`config.mk`:
```
export PLATFORM = sky130hd
export DESIGN_NAME = kbc_legacy_emu
export DESIGN_NICKNAME = d
export VERILOG_FILES = /design/src/rtl/kbc_emu_pkg.sv /design/src/rtl/kbc_host_port.sv /design/src/rtl/kbc_sw_regs.sv /design/src/rtl/kbc_emu_state.sv /design/src/rtl/kbc_irq_gen.sv /design/src/rtl/kbc_legacy_emu.sv
export SDC_FILE = /design/constraint.sdc
export NUM_CORES = 1
export LEC_CHECK = 0
export BUFFER_PORTS_ARGS = -buffer_cell sky130_fd_sc_hd__buf_2
export CAP_MARGIN = 10
export CORE_AREA = 8 8 64 66
export CTS_BUF_LIST = sky130_fd_sc_hd__clkbuf_4 sky130_fd_sc_hd__clkbuf_8
export CTS_CLUSTER_DIAMETER = 40
export DETAILED_ROUTE_END_ITERATION = 12
export DIE_AREA = 0 0 72 74
export PLACE_DENSITY = 0.89
export SYNTH_ARGS = -nofsm -noshare
export SYNTH_HDL_FRONTEND = slang
export SYNTH_SLANG_ARGS = --single-unit
```
`constraint.sdc`:
```
create_clock -name clk -period 1.5 [get_ports clk]
set_input_delay 0.075 -clock clk [delete_from_list [all_inputs] [get_ports clk]]
set_output_delay 0.075 -clock clk [all_outputs]
set_load 0.01 [all_outputs]
```
`src/rtl/kbc_emu_pkg.sv`:
```
package kbc_emu_pkg;

   // status byte bit positions (decoded by host software)
   localparam int ST_OUT_FULL = 0;
   localparam int ST_IN_FULL  = 1;
   localparam int ST_CMD      = 3;
   localparam int ST_AUX      = 5;

   // control register bit positions
   localparam int CT_EMU_EN   = 0;
   localparam int CT_IRQ_EN   = 1;

   // register index inside the firmware window
   typedef enum logic [1:0] {
      RIDX_CTRL = 2'd0,
      RIDX_IN   = 2'd1,
      RIDX_OUT  = 2'd2,
      RIDX_STAT = 2'd3
   } reg_idx_e;

   localparam int NUM_REGS = 4;

   // interrupt line index
   localparam int IRQ_KBD   = 0;
   localparam int IRQ_MOUSE = 1;
   localparam int NUM_IRQ   = 2;

endpackage

```
`src/rtl/kbc_host_port.sv`:
```
module kbc_host_port #(
   parameter int                ADDR_W    = 16,
   parameter int                DATA_W    = 8,
   parameter logic [ADDR_W-1:0] DATA_PORT = 'h60,
   parameter logic [ADDR_W-1:0] CMD_PORT  = 'h64
) (
   input  logic              host_valid,
   input  logic              host_write,
   input  logic [ADDR_W-1:0] host_addr,
   input  logic              emu_en,
   input  logic [DATA_W-1:0] out_data,
   input  logic [DATA_W-1:0] status_byte,
   output logic              data_wr,
   output logic              cmd_wr,
   output logic              data_rd,
   output logic              trapped,
   output logic [DATA_W-1:0] rdata
);

   logic hit_data;
   logic hit_cmd;
   logic claim;

   assign hit_data = (host_addr == DATA_PORT);
   assign hit_cmd  = (host_addr == CMD_PORT);
   assign claim    = host_valid & emu_en & (hit_data | hit_cmd);

   assign trapped  = claim;
   assign data_wr  = claim & host_write & hit_data;
   assign cmd_wr   = claim & host_write & hit_cmd;
   assign data_rd  = claim & ~host_write & hit_data;

   always_comb begin
      rdata = '0;
      if (claim && !host_write) begin
         if (hit_data) rdata = out_data;
         else          rdata = status_byte;
      end
   end

endmodule

```
`src/rtl/kbc_sw_regs.sv`:
```
module kbc_sw_regs
   import kbc_emu_pkg::*;
#(
   parameter int                   SW_ADDR_W = 9,
   parameter int                   DATA_W    = 8,
   parameter logic [SW_ADDR_W-1:0] CTRL_OFS  = 'h100
) (
   input  logic                 sw_valid,
   input  logic                 sw_write,
   input  logic [SW_ADDR_W-1:0] sw_addr,
   input  logic                 emu_en,
   input  logic                 irq_en,
   input  logic [DATA_W-1:0]    in_data,
   input  logic [DATA_W-1:0]    out_data,
   input  logic [DATA_W-1:0]    status_byte,
   output logic                 ctrl_wr,
   output logic                 in_rd,
   output logic                 out_wr,
   output logic                 stat_wr,
   output logic [DATA_W-1:0]    sw_rdata
);

   localparam int              WORD_W    = SW_ADDR_W - 2;
   localparam logic [WORD_W-1:0] BASE_WORD = CTRL_OFS[SW_ADDR_W-1:2];

   logic [WORD_W-1:0]   word;
   logic                aligned;
   logic [NUM_REGS-1:0] hit;

   assign word    = sw_addr[SW_ADDR_W-1:2];
   assign aligned = (sw_addr[1:0] == 2'b00);

   for (genvar g = 0; g < NUM_REGS; g++) begin : g_hit
      localparam logic [WORD_W-1:0] MY_WORD = BASE_WORD + WORD_W'(g);
      assign hit[g] = sw_valid & aligned & (word == MY_WORD);
   end

   assign ctrl_wr = hit[int'(RIDX_CTRL)] &  sw_write;
   assign in_rd   = hit[int'(RIDX_IN)]   & ~sw_write;
   assign out_wr  = hit[int'(RIDX_OUT)]  &  sw_write;
   assign stat_wr = hit[int'(RIDX_STAT)] &  sw_write;

   always_comb begin
      sw_rdata = '0;
      if (!sw_write) begin
         if (hit[int'(RIDX_CTRL)]) begin
            sw_rdata[CT_EMU_EN] = emu_en;
            sw_rdata[CT_IRQ_EN] = irq_en;
         end
         if (hit[int'(RIDX_IN)])   sw_rdata = in_data;
         if (hit[int'(RIDX_OUT)])  sw_rdata = out_data;
         if (hit[int'(RIDX_STAT)]) sw_rdata = status_byte;
      end
   end

endmodule

```
`src/rtl/kbc_emu_state.sv`:
```
module kbc_emu_state
   import kbc_emu_pkg::*;
#(
   parameter int DATA_W = 8
) (
   input  logic              clk,
   input  logic              rst_n,
   input  logic              data_wr,
   input  logic              cmd_wr,
   input  logic              data_rd,
   input  logic [DATA_W-1:0] host_wdata,
   input  logic              ctrl_wr,
   input  logic              in_rd,
   input  logic              out_wr,
   input  logic              stat_wr,
   input  logic [DATA_W-1:0] sw_wdata,
   output logic              emu_en,
   output logic              irq_en,
   output logic [DATA_W-1:0] in_data,
   output logic [DATA_W-1:0] out_data,
   output logic              in_full,
   output logic              out_full,
   output logic              cmd_data,
   output logic              aux,
   output logic [DATA_W-1:0] status_byte
);

   logic host_wr;
   assign host_wr = data_wr | cmd_wr;

   always_ff @(posedge clk) begin
      if (!rst_n) begin
         emu_en   <= 1'b0;
         irq_en   <= 1'b0;
         in_data  <= '0;
         out_data <= '0;
         in_full  <= 1'b0;
         out_full <= 1'b0;
         cmd_data <= 1'b0;
         aux      <= 1'b0;
      end else begin
         if (ctrl_wr) begin
            emu_en <= sw_wdata[CT_EMU_EN];
            irq_en <= sw_wdata[CT_IRQ_EN];
         end
         if (host_wr) begin
            in_data  <= host_wdata;
            cmd_data <= cmd_wr;
         end
         // a set by the host outranks a clear by firmware
         if (host_wr)    in_full <= 1'b1;
         else if (in_rd) in_full <= 1'b0;
         if (out_wr) out_data <= sw_wdata;
         // a fill by firmware outranks a drain by the host
         if (out_wr)       out_full <= 1'b1;
         else if (data_rd) out_full <= 1'b0;
         if (stat_wr) aux <= sw_wdata[ST_AUX];
      end
   end

   always_comb begin
      status_byte              = '0;
      status_byte[ST_OUT_FULL] = out_full;
      status_byte[ST_IN_FULL]  = in_full;
      status_byte[ST_CMD]      = cmd_data;
      status_byte[ST_AUX]      = aux;
   end

endmodule

```
`src/rtl/kbc_irq_gen.sv`:
```
module kbc_irq_gen
   import kbc_emu_pkg::*;
(
   input  logic               clk,
   input  logic               rst_n,
   input  logic               emu_en,
   input  logic               irq_en,
   input  logic               out_full,
   input  logic               in_full,
   input  logic               aux,
   output logic [NUM_IRQ-1:0] irq_q,
   output logic               emu_irq_q
);

   logic [NUM_IRQ-1:0] irq_raw;
   logic               gate;

   assign gate = emu_en & irq_en & out_full;

   for (genvar g = 0; g < NUM_IRQ; g++) begin : g_line
      assign irq_raw[g] = gate & (aux == ((g == IRQ_MOUSE) ? 1'b1 : 1'b0));
      always_ff @(posedge clk) begin
         if (!rst_n) irq_q[g] <= 1'b0;
         else        irq_q[g] <= irq_raw[g];
      end
   end

   always_ff @(posedge clk) begin
      if (!rst_n) emu_irq_q <= 1'b0;
      else        emu_irq_q <= emu_en & in_full;
   end

endmodule

```
`src/rtl/kbc_legacy_emu.sv`:
```
module kbc_legacy_emu
   import kbc_emu_pkg::*;
#(
   parameter int                   ADDR_W    = 16,
   parameter int                   DATA_W    = 8,
   parameter int                   SW_ADDR_W = 9,
   parameter logic [ADDR_W-1:0]    DATA_PORT = 'h60,
   parameter logic [ADDR_W-1:0]    CMD_PORT  = 'h64,
   parameter logic [SW_ADDR_W-1:0] CTRL_OFS  = 'h100
) (
   input  logic                 clk,
   input  logic                 rst_n,
   input  logic                 host_valid,
   input  logic                 host_write,
   input  logic [ADDR_W-1:0]    host_addr,
   input  logic [DATA_W-1:0]    host_wdata,
   output logic [DATA_W-1:0]    host_rdata,
   output logic                 host_trapped,
   input  logic                 sw_valid,
   input  logic                 sw_write,
   input  logic [SW_ADDR_W-1:0] sw_addr,
   input  logic [DATA_W-1:0]    sw_wdata,
   output logic [DATA_W-1:0]    sw_rdata,
   output logic                 irq_kbd,
   output logic                 irq_mouse,
   output logic                 emu_irq
);

   initial begin
      assert (DATA_W >= 8) else $error("DATA_W must hold the status byte");
      assert (DATA_PORT != CMD_PORT) else $error("ports must differ");
      assert (SW_ADDR_W >= 4) else $error("SW_ADDR_W too small");
      assert (CTRL_OFS[1:0] == 2'b00) else $error("CTRL_OFS must be word aligned");
      assert ((int'(CTRL_OFS) + 4 * NUM_REGS) <= (1 << SW_ADDR_W))
         else $error("register window exceeds address space");
   end

   logic              emu_en, irq_en;
   logic [DATA_W-1:0] in_data, out_data, status_byte;
   logic              in_full, out_full, cmd_data, aux;
   logic              data_wr, cmd_wr, data_rd;
   logic              ctrl_wr, in_rd, out_wr, stat_wr;
   logic [NUM_IRQ-1:0] irq_q;

   kbc_host_port #(
      .ADDR_W(ADDR_W), .DATA_W(DATA_W),
      .DATA_PORT(DATA_PORT), .CMD_PORT(CMD_PORT)
   ) u_host (
      .host_valid (host_valid),
      .host_write (host_write),
      .host_addr  (host_addr),
      .emu_en     (emu_en),
      .out_data   (out_data),
      .status_byte(status_byte),
      .data_wr    (data_wr),
      .cmd_wr     (cmd_wr),
      .data_rd    (data_rd),
      .trapped    (host_trapped),
      .rdata      (host_rdata)
   );

   kbc_sw_regs #(
      .SW_ADDR_W(SW_ADDR_W), .DATA_W(DATA_W), .CTRL_OFS(CTRL_OFS)
   ) u_regs (
      .sw_valid   (sw_valid),
      .sw_write   (sw_write),
      .sw_addr    (sw_addr),
      .emu_en     (emu_en),
      .irq_en     (irq_en),
      .in_data    (in_data),
      .out_data   (out_data),
      .status_byte(status_byte),
      .ctrl_wr    (ctrl_wr),
      .in_rd      (in_rd),
      .out_wr     (out_wr),
      .stat_wr    (stat_wr),
      .sw_rdata   (sw_rdata)
   );

   kbc_emu_state #(.DATA_W(DATA_W)) u_state (
      .clk        (clk),
      .rst_n      (rst_n),
      .data_wr    (data_wr),
      .cmd_wr     (cmd_wr),
      .data_rd    (data_rd),
      .host_wdata (host_wdata),
      .ctrl_wr    (ctrl_wr),
      .in_rd      (in_rd),
      .out_wr     (out_wr),
      .stat_wr    (stat_wr),
      .sw_wdata   (sw_wdata),
      .emu_en     (emu_en),
      .irq_en     (irq_en),
      .in_data    (in_data),
      .out_data   (out_data),
      .in_full    (in_full),
      .out_full   (out_full),
      .cmd_data   (cmd_data),
      .aux        (aux),
      .status_byte(status_byte)
   );

   kbc_irq_gen u_irq (
      .clk      (clk),
      .rst_n    (rst_n),
      .emu_en   (emu_en),
      .irq_en   (irq_en),
      .out_full (out_full),
      .in_full  (in_full),
      .aux      (aux),
      .irq_q    (irq_q),
      .emu_irq_q(emu_irq)
   );

   assign irq_kbd   = irq_q[IRQ_KBD];
   assign irq_mouse = irq_q[IRQ_MOUSE];

endmodule

```
==> qor.yml <==
outcome:
  status: "finished, violations left"
  violations: "negative setup slack"
placed_design:
  port_buffers: 66
  gp_congestion: 0.8169
  place_worst_setup_slack_ns: -0.004812
  place_hpwl_um: 3318
synthesis:
  ys_warn_count: 0
  async_reset_ff_share_pct: 0
  ys_top_cells_by_area: "dfxtp_1, o31ai_1, nand2_1, nand4_1, mux2i_1"
  netlist_area_mm2: 0.001399
  seq_area_frac_synth_pct: 35.78
  synth_cell_type_count: 39
  ys_seq_elements: 25
  synth_flop_cell: "dfxtp_1"
  yosys.area.top_type_share_pct: 35.78
  synth_top_cell_by_area: "dfxtp_1"
  synth-edff-count: 0
  syn_avg_cell_area_um2: 8.530
  netlist_top_cells_count: "dfxtp_1, nand2_1, a21oi_1"
  synth_most_common_cell: "dfxtp_1"
  synth_nets: 211
  synth_cells: 164
critical_path:
  regToRegSetupSlack_ns: 0.29
  max_stage_delay_ns: 0.47
  worstSetupStartpointType: "register"
  rr_endpoint: "u_state.in_data[0]$_SDFFE_PN0P_"
  arrival_ns: 1.54
  slowest_stage: "or4_4"
  crit_type: "reg -> out"
  worstPathCellList: "nand2_2 > or4_4 > nor2_2 > buf_2"
  worstRegToRegCells: 5
  cp-end-kind: "output port"
  r2r_start: "u_state.emu_en$_SDFFE_PN0P_"
  crit_fanout: 4
  required_ns: 1.42
global_routing:
  grt-ovfl-total: 0
  grtUsageMet1_pct: 17.34
  antenna_found_initial: 0
  grt_max_degree: 18
  grt_use_met3_pct: 5.121
  grt_pass1_vias: 1506
  grt_util_met2_pct: 29.15
  grt_busiest_layer: "met2"
  grt_use_total_pct: 16.16
  grt_pass1_wl_um: 6913
final_layout:
  drive_above_1_share_pct: 43.78
  antenna_cells: 0
  regArea_um2: 509.2
  multi_input_area_um2: 849.6
  layout.nets: 297
  area_growth_pct: 43.92
  fillers: 276
sta:
  relSlewSlack_pct: 72.39
  hold_violations: 0
  layout_setup_ws_ns: -0.1156
  setup_viol: 9
  fmax_ghz: 0.6190
  tightest_slew_ns: 0.4129
  fin_crit_sh_pct: 107.7
  slew_violations: 0
  rsz0062_at_grt: "yes"
  layout_min_cycle_time_ns: 1.616
  skew_ns: 0.002005
detailed_routing:
  firstDrtPassIters: 4
  drt-total-wl_um: 4275
  dr_total_vias: 1548
  postRouteAntennaNets: 0
  post_drt_wl_per_cell_um: 14.49
  routed_via_density: 5.247
  drc: 0
  drtIter0Drc: 95
cts:
  h-tree-depth: 1
  clockBufferDepth: 2
  cts.sinks: 25
  numCtsBuffers: 3
  path_clk_slew_ns: 0.13
  insertion_delay_ns: 0.32
  clock-root-buffer: "clkbuf_4"
  cts_tree: "built"
die:
  initial_core_util_pct: 44.00
  core_mm2: 0.003179
  die-area_mm2: 0.005328
  die_x_um: 72
  std_cell_rows: 21
  ios: 67
  die_h_um: 74
flow_run:
  max_cap_violations: 0
pwr:
  power.total_mw: 1.145
  power_density_mw_per_mm2: 568.6
  power_leakage_nw: 0.8582
  peakVddDrop_v: 0.0003307
worst_hold_path:
  holdCritStartpoint: "host_wdata[6]"
  min_to: "u_state.in_data[6]$_SDFFE_PN0P_"
  hp-class: "in -> reg"
  holdPathStages: 3
## layout by cell type (no fill, tap or decap), drive strengths merged, types with 3 or more instances in the layout
| cell | count |
|---|---|
| clkbuf | 4 |
| a21oi | 11 |
| nand3 | 10 |
| a22oi | 4 |
| and2 | 5 |
| dfxtp | 25 |
| buf | 84 |
| nor2 | 10 |
| o21ai | 9 |
| nand4 | 11 |
| nor2b | 4 |
| inv | 3 |
| nand2 | 19 |
| dlygate4sd3 | 8 |
| nor3 | 6 |
| mux2i | 6 |
| o31ai | 9 |
| nor4 | 3 |
## metrics by stage
stage | instances | hold slack [ns] | setup TNS [ns] | cell area (um2) | util [%]
2_1_floorplan | 164 | 0.2073 | 0 | 1399 | -
3_3_place_gp | 278 | 0.3147 | 0 | 1833 | 57.65
3_5_place_dp | 278 | 0.3157 | -0.004812 | 1833 | 57.65
4_1_cts | 294 | 0.0003014 | -0.4803 | 1988 | 62.53
5_1_grt | 295 | 0.002232 | -1.308 | 2013 | 63.32
6_report | 295 | 0.003696 | -0.5849 | 2013 | 63.32
## layer usage
layer  wire length, um  vias up  part of all wire, %
met2              2143       63                   50
li1                  -      787                    -
met1              1744      689                   41
met5                 0        -                    0
met4                75        0                  1.8
met3               312        9                  7.3
## state kept, by name, indices dropped and copies added, names as in the netlist
| register | count |
|---|---|
| u_state.emu_en | 1 |
| u_state.in_data | 8 |
| u_state.in_full | 1 |
| u_irq.irq_q | 2 |
| u_state.aux | 1 |
| u_state.out_data | 8 |
| u_state.cmd_data | 1 |
| u_state.out_full | 1 |
| u_state.irq_en | 1 |
| u_irq.emu_irq_q | 1 |
## where the power goes
group	switching, mW	leakage (nW)	internal (mW)
clock	0.199	0.0184	0.122
combinational	0.0775	0.636	0.0834
sequential	0.000118	0.204	0.662
## logic make-up after synthesis
kind of cell	synth area share [%]
compound gates	17.44
mux	7.513
simple gates	34.53
buf+inv	4.740
flops	35.78
## worst max-delay path by stage
stage | startpoint | to | slack [ns] | cells past startpoint
2_1_floorplan | host_addr[1] | host_rdata[0] | 0.23 | 4
3_3_place_gp | host_addr[1] | host_rdata[3] | 0.05 | 6
6_report | u_state.emu_en$_SDFFE_PN0P_ | host_rdata[3] | -0.12 | 4
4_1_cts | u_state.emu_en$_SDFFE_PN0P_ | host_rdata[5] | -0.08 | 4
3_5_place_dp | host_addr[1] | host_rdata[1] | -0.005 | 6
5_1_grt | u_state.emu_en$_SDFFE_PN0P_ | host_rdata[1] | -0.18 | 4
## repair_timing
item	in CTS	in global routing
hold buffers	8	0
endpoints found under the setup margin	10	10
cloned	0	0
endpoints found under the hold margin	9	0
resized for setup	8	5
setup buffers	4	1
## area by class of cell
cell class,instances,share of cell area [%]
sequential,25,25.30
multi-input combinational,124,42.20
tap,46,2.859
inverter,4,0.7458
clock buffer,4,1.492
timing repair buffer,92,27.41
## worst max-delay path, delay by kind of cell, from the launching register on
kind / cells / cell delay (ns)
buffers and inverters: 1 / 0.14
flip-flops: 1 / 0.40
AND/OR/NAND/NOR: 3 / 0.68
Power figures use the tool's default switching activity.
